$ cat src/rtl/uart_bt_pkg.sv
package uart_bt_pkg;
  typedef enum logic [1:0] {
    SPD_X16  = 2'd0,
    SPD_RSVD = 2'd1,
    SPD_X4   = 2'd2,
    SPD_PROG = 2'd3
  } spd_e;

  localparam int ADDR_W = 4;
  localparam logic [ADDR_W-1:0] A_DLL  = 4'd0;
  localparam logic [ADDR_W-1:0] A_DLM  = 4'd1;
  localparam logic [ADDR_W-1:0] A_LCR  = 4'd3;
  localparam logic [ADDR_W-1:0] A_SPD  = 4'd9;
  localparam logic [ADDR_W-1:0] A_SCNT = 4'd10;
  localparam logic [ADDR_W-1:0] A_SPT  = 4'd11;
endpackage

$ cat src/rtl/uart_bt_regs.sv
module uart_bt_regs
  import uart_bt_pkg::*;
#(
  parameter int BW = 8,
  localparam int DW = 2 * BW
) (
  input  logic              clk,
  input  logic              rst_n,
  input  logic              wr,
  input  logic [ADDR_W-1:0] addr,
  input  logic [BW-1:0]     wdata,
  output logic [BW-1:0]     rdata,
  output logic [DW-1:0]     divisor,
  output spd_e              mode,
  output logic [BW-1:0]     scnt,
  output logic [BW-1:0]     spt,
  output logic              restart
);
  logic [BW-1:0] lcr_q, lcr_d, dll_q, dll_d, dlm_q, dlm_d;
  logic [BW-1:0] scnt_q, scnt_d, spt_q, spt_d;
  spd_e          mode_q, mode_d;
  logic          dlab;

  assign dlab = lcr_q[BW-1];

  always_comb begin
    lcr_d   = lcr_q;
    dll_d   = dll_q;
    dlm_d   = dlm_q;
    scnt_d  = scnt_q;
    spt_d   = spt_q;
    mode_d  = mode_q;
    restart = 1'b0;
    if (wr) begin
      case (addr)
        A_LCR:  lcr_d = wdata;
        A_DLL:  if (dlab) begin dll_d = wdata; restart = 1'b1; end
        A_DLM:  if (dlab) begin dlm_d = wdata; restart = 1'b1; end
        A_SPD:  begin mode_d = spd_e'(wdata[1:0]); restart = 1'b1; end
        A_SCNT: scnt_d = wdata;
        A_SPT:  spt_d = wdata;
        default: ;
      endcase
    end
  end

  always_ff @(posedge clk or negedge rst_n) begin
    if (!rst_n) begin
      lcr_q  <= '0;
      dll_q  <= BW'(1);
      dlm_q  <= '0;
      mode_q <= SPD_X16;
      scnt_q <= BW'(15);
      spt_q  <= BW'(7);
    end else begin
      lcr_q  <= lcr_d;
      dll_q  <= dll_d;
      dlm_q  <= dlm_d;
      mode_q <= mode_d;
      scnt_q <= scnt_d;
      spt_q  <= spt_d;
    end
  end

  always_comb begin
    rdata = '0;
    case (addr)
      A_LCR:  rdata = lcr_q;
      A_DLL:  if (dlab) rdata = dll_q;
      A_DLM:  if (dlab) rdata = dlm_q;
      A_SPD:  rdata = BW'(mode_q);
      A_SCNT: rdata = scnt_q;
      A_SPT:  rdata = spt_q;
      default: rdata = '0;
    endcase
  end

  assign divisor = {dlm_q, dll_q};
  assign mode    = mode_q;
  assign scnt    = scnt_q;
  assign spt     = spt_q;

  // with the latch closed, the shared addresses cannot alter the divisor
  a_r6_latch_closed: assert property (@(posedge clk) disable iff (!rst_n)
    (wr && !dlab && (addr == A_DLL || addr == A_DLM)) |=> $stable(divisor));
endmodule

$ cat src/rtl/uart_bt_prescale.sv
module uart_bt_prescale #(
  parameter int DW = 16
) (
  input  logic          clk,
  input  logic          rst_n,
  input  logic [DW-1:0] divisor,
  input  logic          restart,
  output logic          tick
);
  logic [DW-1:0] pcnt_q, pcnt_d, lim;
  logic          wrap;

  assign lim  = (divisor == '0) ? '0 : divisor - DW'(1);
  assign wrap = (pcnt_q >= lim);
  assign tick = wrap && !restart;

  always_comb begin
    if (restart || wrap) pcnt_d = '0;
    else                 pcnt_d = pcnt_q + DW'(1);
  end

  always_ff @(posedge clk or negedge rst_n) begin
    if (!rst_n) pcnt_q <= '0;
    else        pcnt_q <= pcnt_d;
  end

  // the count never runs past the divisor limit
  a_r5_count_in_range: assert property (@(posedge clk) disable iff (!rst_n)
    pcnt_q <= lim);
endmodule

$ cat src/rtl/uart_bt_bitcnt.sv
module uart_bt_bitcnt #(
  parameter int CW = 8
) (
  input  logic          clk,
  input  logic          rst_n,
  input  logic          tick,
  input  logic          restart,
  input  logic          sync,
  input  logic [CW-1:0] last,
  input  logic [CW-1:0] spt,
  output logic          bit_end,
  output logic          sample
);
  logic [CW-1:0] bcnt_q, bcnt_d;
  logic          at_last;

  assign at_last = (bcnt_q >= last);
  assign bit_end = tick && at_last && !sync;
  assign sample  = tick && (bcnt_q == spt) && !sync;

  always_comb begin
    bcnt_d = bcnt_q;
    if (restart || sync) bcnt_d = '0;
    else if (tick)       bcnt_d = at_last ? '0 : bcnt_q + CW'(1);
  end

  always_ff @(posedge clk or negedge rst_n) begin
    if (!rst_n) bcnt_q <= '0;
    else        bcnt_q <= bcnt_d;
  end

  // start sync realigns the bit counter
  a_r8_sync_clears: assert property (@(posedge clk) disable iff (!rst_n)
    sync |=> (bcnt_q == '0));
endmodule

$ cat src/rtl/uart_baud_gen.sv
module uart_baud_gen
  import uart_bt_pkg::*;
#(
  parameter int BYTE_W = 8,
  localparam int DIV_W = 2 * BYTE_W
) (
  input  logic              clk,
  input  logic              rst_n,
  input  logic              bus_wr,
  input  logic [ADDR_W-1:0] bus_addr,
  input  logic [BYTE_W-1:0] bus_wdata,
  output logic [BYTE_W-1:0] bus_rdata,
  input  logic              start_sync,
  output logic              tick_o,
  output logic              bit_end_o,
  output logic              sample_o
);
  logic              rst_meta, rst_s;
  logic [DIV_W-1:0]  divisor;
  spd_e              mode;
  logic [BYTE_W-1:0] scnt, spt, last_sel, spt_sel;
  logic              restart;

  always_ff @(posedge clk or negedge rst_n) begin
    if (!rst_n) begin
      rst_meta <= 1'b0;
      rst_s    <= 1'b0;
    end else begin
      rst_meta <= 1'b1;
      rst_s    <= rst_meta;
    end
  end

  uart_bt_regs #(.BW(BYTE_W)) u_regs (
    .clk(clk), .rst_n(rst_s), .wr(bus_wr), .addr(bus_addr),
    .wdata(bus_wdata), .rdata(bus_rdata), .divisor(divisor), .mode(mode),
    .scnt(scnt), .spt(spt), .restart(restart)
  );

  always_comb begin
    case (mode)
      SPD_X4:   begin last_sel = BYTE_W'(3);  spt_sel = BYTE_W'(1); end
      SPD_PROG: begin last_sel = scnt;        spt_sel = spt;        end
      default:  begin last_sel = BYTE_W'(15); spt_sel = BYTE_W'(7); end
    endcase
  end

  uart_bt_prescale #(.DW(DIV_W)) u_pre (
    .clk(clk), .rst_n(rst_s), .divisor(divisor), .restart(restart),
    .tick(tick_o)
  );

  uart_bt_bitcnt #(.CW(BYTE_W)) u_bit (
    .clk(clk), .rst_n(rst_s), .tick(tick_o), .restart(restart),
    .sync(start_sync), .last(last_sel), .spt(spt_sel),
    .bit_end(bit_end_o), .sample(sample_o)
  );

  // a restart leaves both counters at zero
  a_r7_restart_clears: assert property (@(posedge clk) disable iff (!rst_s)
    restart |=> (u_pre.pcnt_q == '0 && u_bit.bcnt_q == '0));
  // boundary and sample strobes only ride on ticks
  a_r1_strobes_on_tick: assert property (@(posedge clk) disable iff (!rst_s)
    (bit_end_o || sample_o) |-> tick_o);
  // no tick while a restart is taking effect
  a_r7_no_tick_on_restart: assert property (@(posedge clk) disable iff (!rst_s)
    restart |-> !tick_o);
endmodule

$ cat config.mk
export PLATFORM = sky130hd
export DESIGN_NAME = uart_baud_gen
export DESIGN_NICKNAME = d
export VERILOG_FILES = /design/src/rtl/uart_bt_pkg.sv /design/src/rtl/uart_bt_regs.sv /design/src/rtl/uart_bt_prescale.sv /design/src/rtl/uart_bt_bitcnt.sv /design/src/rtl/uart_baud_gen.sv
export SDC_FILE = /design/constraint.sdc
export NUM_CORES = 1
export LEC_CHECK = 0
export BUFFER_PORTS_ARGS = -buffer_cell sky130_fd_sc_hd__clkbuf_2
export CORE_AREA = 2 2 92 116
export DETAILED_ROUTE_END_ITERATION = 16
export DIE_AREA = 0 0 94 118
export PLACE_DENSITY = 0.62
export SYNTH_ARGS = -nofsm -noshare
export SYNTH_HDL_FRONTEND = slang
export SYNTH_HIERARCHICAL = 1
export SYNTH_SLANG_ARGS = --single-unit
$ cat constraint.sdc
create_clock -name clk -period 4.5 [get_ports clk]
set_clock_uncertainty 0.2 [all_clocks]
set_input_delay 0.9 -clock clk [delete_from_list [all_inputs] [get_ports clk]]
set_output_delay 0.9 -clock clk [all_outputs]
set_load 0.05 [all_outputs]
; ---- Word-level counts from Yosys, hierarchy flattened
; Index checks and enable logic that the tools add are counted.
[op_classes]
n_addsub = 3
order_cmp = 2
eq_ne = 8
mux = 13
reduce_logical = 19
[op_table]
columns = op, n
row1 = $pmux 8 s6, 1
row2 = $mux 8, 5
row3 = $mux 16, 2
row4 = $pmux 8 s2, 2
row5 = $add 16x1->16 const B, 1
row6 = $ge 16x16->1, 1
row7 = $logic_not 16->1, 1
row8 = $sub 16x1->16 const B, 1
row9 = $eq 4x4->1 const B, 3
row10 = $add 8x1->8 const B, 1
row11 = $eq 8x8->1, 1
row12 = $ge 8x8->1, 1
row13 = $reduce_and 2->1, 4
row14 = $reduce_and 3->1, 2
row15 = $logic_and 1x1->1, 5
row16 = $eq 2x2->1 const B, 2
row17 = $eq 4x1->1 const B, 1
row18 = $eq 4x2->1 const B, 1
row19 = $logic_not 4->1, 1
row20 = $logic_not 1->1, 2
row21 = $logic_or 1x1->1, 2
row22 = $mux 1, 2
row23 = $pmux 1 s2, 1
row24 = $reduce_bool 2->1, 1
row25 = $reduce_or 2->1, 1
[word_totals]
register_bits = 68

; ---- Logic depth before layout (Yosys ltp)
[depth]
ltp_word = 8
depth_mapped = 15
depth_no_buf = 14

; ---- Modules after synthesis
; Netlist, hierarchy kept.
[modules_own_cells]
columns = module, instances, cells_each, area_each_um2, seq_area_each_um2
row1 = uart_bt_regs, 1, 157, 2085.8, 1061.0
row2 = uart_bt_prescale, 1, 183, 1566.5, 400.4
row3 = uart_bt_bitcnt, 1, 84, 726.9, 200.2
row4 = uart_baud_gen, 1, 21, 202.7, 50.0

; ---- Worst setup path after synthesis
; OpenSTA, ideal clock, no wires.
[synth_timing]
path_type = flip-flop to output port
start = register u_regs.dll_q[1]
end = output port sample_o
t_arrival_ps = 4727
setup_slack_ps = -1327
stages_incl_launch_ff = 15
n_path_buf = 2
path_cell_list = dfrtp_1 > inv_1 > ha_1 > or3b_2 > or3_1 > clkbuf_1 > nand2_1 > ha_1 > nand2_1 > o21ai_0 > a311o_1 > clkbuf_1 > o21a_1 > nand2b_1 > nor4_1
[synth_between]
elab_chain_cells = 6
word_cells_on_any_way = 7
classes_between = add/sub (1) / order compare (1) / mux (1) / reduce/logical (4)
[synth_rtl]
columns = item, line
row1 = "start, declared", uart_bt_regs.sv:19  ; logic [BW-1:0] lcr_q, lcr_d, dll_q, dll_d, dlm_q, dlm_d;
row2 = "start signal, assigned", uart_bt_regs.sv:57  ; dll_q <= dll_d;
row3 = $sub 16x1->16 / $logic_not 16->1 (equally long branches), uart_bt_prescale.sv:13  ; assign lim = (divisor == '0) ? '0 : divisor - DW'(1);
row4 = $mux 16 (*), uart_bt_prescale.sv:13
row5 = $ge 16x16->1 (*), uart_bt_prescale.sv:14  ; assign wrap = (pcnt_q >= lim);
row6 = $logic_and 1x1->1 (*), uart_bt_prescale.sv:15  ; assign tick = wrap && !restart;
row7 = named net tick_o, uart_baud_gen.sv:14  ; output logic tick_o,
row8 = $logic_and 1x1->1 (*) (2 in series), uart_bt_bitcnt.sv:19  ; assign sample = tick && (bcnt_q == spt) && !sync;
row9 = "end, declared", uart_baud_gen.sv:16  ; output logic sample_o
; The timed path passes the listed nets; every way through them passes the cells marked *.

; ---- Worst setup path in the final report
[layout_timing]
start = register u_regs.dll_q[2]
end = output port sample_o
[layout_between]
elab_chain_cells = 6
word_cells_on_any_way = 7
classes_between = add/sub (1) / order compare (1) / mux (1) / reduce/logical (4)
[layout_rtl]
columns = item, line
row1 = $sub 16x1->16 / $logic_not 16->1 (equally long branches), uart_bt_prescale.sv:13
row2 = $mux 16 (*), uart_bt_prescale.sv:13
row3 = $ge 16x16->1 (*), uart_bt_prescale.sv:14
row4 = $logic_and 1x1->1 (*), uart_bt_prescale.sv:15
row5 = $logic_and 1x1->1 (*) (2 in series), uart_bt_bitcnt.sv:19
; Mark *: on every way between the ends. The rest lies on a longest branch, timed or not.

==> impl_metrics.yaml <==
pwr:
  vdd_drop_max_mv: 0.2527
  total_power_mw: 2.523
  power.density_nw_per_um2: 470.9
  leakagePower_nw: 2.422
timing:
  setup_tns_ps: 0
  setup_viol: 0
  hold_viol_final: 0
  period_minus_slack_ps: 4500
  min_period_over_period_pct: 100.0
  slew_headroom_pct: 43.22
  rsz0062_at_grt: "true"
  worstMarginPinSlew_ps: 839.8
  clock.fmax_mhz: 222.2
  drv_slew: 0
synthesis:
  ys_ff_latch: 68
  synth_area_sq_um: 4582
  synthAdderAreaFrac_pct: 7.646
  yosysTopAreaCell: "dfrtp_1"
  synth_compound_area_share_pct: 9.312
  ys_warn_count: 6
  yosysUniqueCellTypes: 66
  synth.top_cell.area_share_pct: 32.77
  muxShareOfSynthArea_pct: 13.87
  synth-simple-area-share_pct: 21.52
  synth-async-reset-ratio_pct: 100.0
  synth_top_family_by_area: "simple AND/OR/NAND/NOR gates"
  syn_nets: 489
  synthXorXnorAreaFrac_pct: 6.117
  syn_inst: 445
  ys.flop_type: "dfrtp_1"
  avgSynthCellArea_sq_um: 10.30
  synth-edff-count: 0
  synth-seq-area-share_pct: 37.36
  synth.top_cells.by_area: "dfrtp_1, mux2_2, ha_1"
clock_network:
  cts_root_buf: "clkbuf_16"
  clockBufferDepth: 2
  cts_htree_levels: 3
  hold_buffers: 0
  clock_latency_ps: 330
  cts.sinks: 68
  cts_tree: "yes"
  clk_pin_slew_ps: 60
  cts-buffers-inserted: 9
floorplan:
  fp.dieH_um: 118
  initial_core_util_pct: 45.80
  row_count: 41
  die_x_um: 94
  core_sq_um: 10000
  die_area_sq_um: 11090
  num_io_pins: 27
min_path:
  hold_class: "primary input to asynchronous set/reset pin"
layout:
  n_fill_cell: 915
  final_nets: 535
  fin_area_sq_um: 5359
  area_delta_synth_final_pct: 16.96
  multi_input_area_sq_um: 2811
  drive_above_1_share_pct: 33.87
  postLayoutCoreUtil_pct: 53.57
  antenna_cells: 0
  seqCellArea_sq_um: 1715
routing:
  vias: 3550
  antenna_left: 0
  wl_um: 11100
  drt_first_pass_iters: 4
  wl_per_cell_um: 17.76
  drt_first_iter_violations: 147
  vias_per_cell: 5.680
  route.detailed.drc: 0
placement:
  dp_hpwl_um: 8147
  io_buffers: 26
  gp_congestion: 0.8598
  place_area_sq_um: 4926
worst_setup_path:
  cp-start-kind: "register"
  cp.required_ps: 3400
  rrSetupSlack_ps: 650
  end_kind: "output pin"
  r2r_end: "u_bit/bcnt_q[6]$_DFFE_PN0P_"
  r2r-start: "u_regs/dll_q[2]$_DFFE_PN0P_"
  cp_max_fo: 4
  r2r_cells: 14
  crit_arrival_ps: 3400
  crit_type: "register to output pin"
outcome:
  status: "finished clean"
run:
  drv_cap: 0
global_routing:
  grt_start_max_net_pins: 67
  grt_use_total_pct: 21.77
  grt_pass1_wl_um: 18860
  first_global_vias: 3802
  overflow: 0
  antenna_found_initial: 0
[cell type report]
cell class | count | share of cell area, %
clock inverters | 5 | 0.5604
flip-flops and latches | 68 | 32.01
multi-input cells | 341 | 52.46
clock buffers | 11 | 4.343
inverters | 21 | 1.471
repair buffers | 50 | 6.141
well taps | 129 | 3.012
[how the worst max path moves through the flow]
stage,endpoint,slack [ps],from,depth (start not counted)
floorplan,sample_o,60,u_regs/dll_q[2]$_DFFE_PN0P_,12
global placement,sample_o,120,u_regs/dll_q[1]$_DFFE_PN0P_,14
detailed placement,sample_o,40,u_regs/dll_q[1]$_DFFE_PN0P_,14
CTS,sample_o,0.1,u_regs/dll_q[5]$_DFFE_PN0P_,13
global route,sample_o,-190,u_regs/dll_q[2]$_DFFE_PN0P_,13
finish,sample_o,0.2,u_regs/dll_q[2]$_DFFE_PN0P_,13
[critical path: stages, from the launching register on]
cell	delay (ps)
dfrtp_2	420
nor4_4	300
buf_4	160
nand3b_1	100
or3_1	340
mux2i_1	140
ha_1	330
nand4_1	190
or2_4	310
nor4_4	150
o21a_4	190
nand2b_4	70
nor4_4	130
clkbuf_8	220
[where the power goes]
group,total [mW],internal (mW),switching [mW]
sequential,0.883,0.738,0.145
combinational,1.01,0.491,0.519
clock,0.630,0.370,0.261
total,2.52,1.60,0.924
[per-stage QoR]
step,setup slack [ps],instances,hold WS [ps]
2_1_floorplan,57.59,445,131.2
3_3_place_gp,119.2,601,136.6
3_5_place_dp,43.12,601,140.4
4_1_cts,0.1383,623,129.6
5_1_grt,-191.4,625,131.8
6_report,0.1661,625,139.7
[synth_stat cells (all sizes together), types with 3 or more instances]
cell / number
ha: 28
nor3b: 4
nor2: 21
mux2: 52
dfstp: 8
and2: 3
o21ai: 12
nand4: 10
nand2: 26
or4: 4
a22oi: 4
nor3: 20
inv: 21
mux2i: 5
dfrtp: 60
o21a: 3
nand2b: 5
nand3: 20
a21oi: 10
buf: 10
nor2b: 7
xor2: 11
nor4: 7
a32oi: 5
nand3b: 4
a21bo: 4
and3: 14
a211oi: 4
or3: 5
xnor2: 21
o31ai: 3
and3b: 5
clkbuf: 5
or2: 3
[cell usage in the layout, fill, tap and decap left out, types with 9 or more instances in the layout]
cell,count
o21ai_0,11
xor2_1,11
nand2_1,26
nand3_1,17
dfrtp_1,57
clkbuf_16,9
xnor2_1,21
nor2_1,20
nand4_1,9
nor3_1,18
buf_4,24
inv_1,19
ha_1,27
clkbuf_2,23
mux2_2,46
[kinds of logic (layout without fill, tap and decap cells)]
group | after synthesis | after routing
mux | 57 | 57
other cells | 1 | 1
simple gates | 166 | 166
fa+ha+maj | 28 | 28
compound gates | 57 | 57
buf+inv | 36 | 87
flops | 68 | 68
xor+xnor | 32 | 32
[sequential cells by signal, indices dropped and copies added (netlist names)]
| register | cells |
|---|---|
| u_regs/spt | 8 |
| u_regs/lcr_q | 8 |
| rst_meta | 1 |
| rst_s | 1 |
| u_bit/bcnt_q | 8 |
| u_regs/mode | 2 |
| u_regs/dll_q | 8 |
| u_regs/dlm_q | 8 |
| u_pre/pcnt_q | 16 |
| u_regs/scnt | 8 |
[routing by layer]
layer / GRT usage, % / routed length [um]
met1: 25.97 / 4681
met5: 0 / 0
met2: 37.37 / 5799
met3: 3.841 / 258
met4: 10.24 / 359
[repair_timing]
| item | in CTS | in global routing |
|---|---|---|
| buffers inserted | 6 | 2 |
| pin swaps | 8 | 7 |
| setup endpoints to repair | 3 | 3 |
| endpoints found under the hold margin | 0 | 0 |
| resized for setup | 20 | 7 |
No activity file was read; power rests on OpenSTA's default activity.
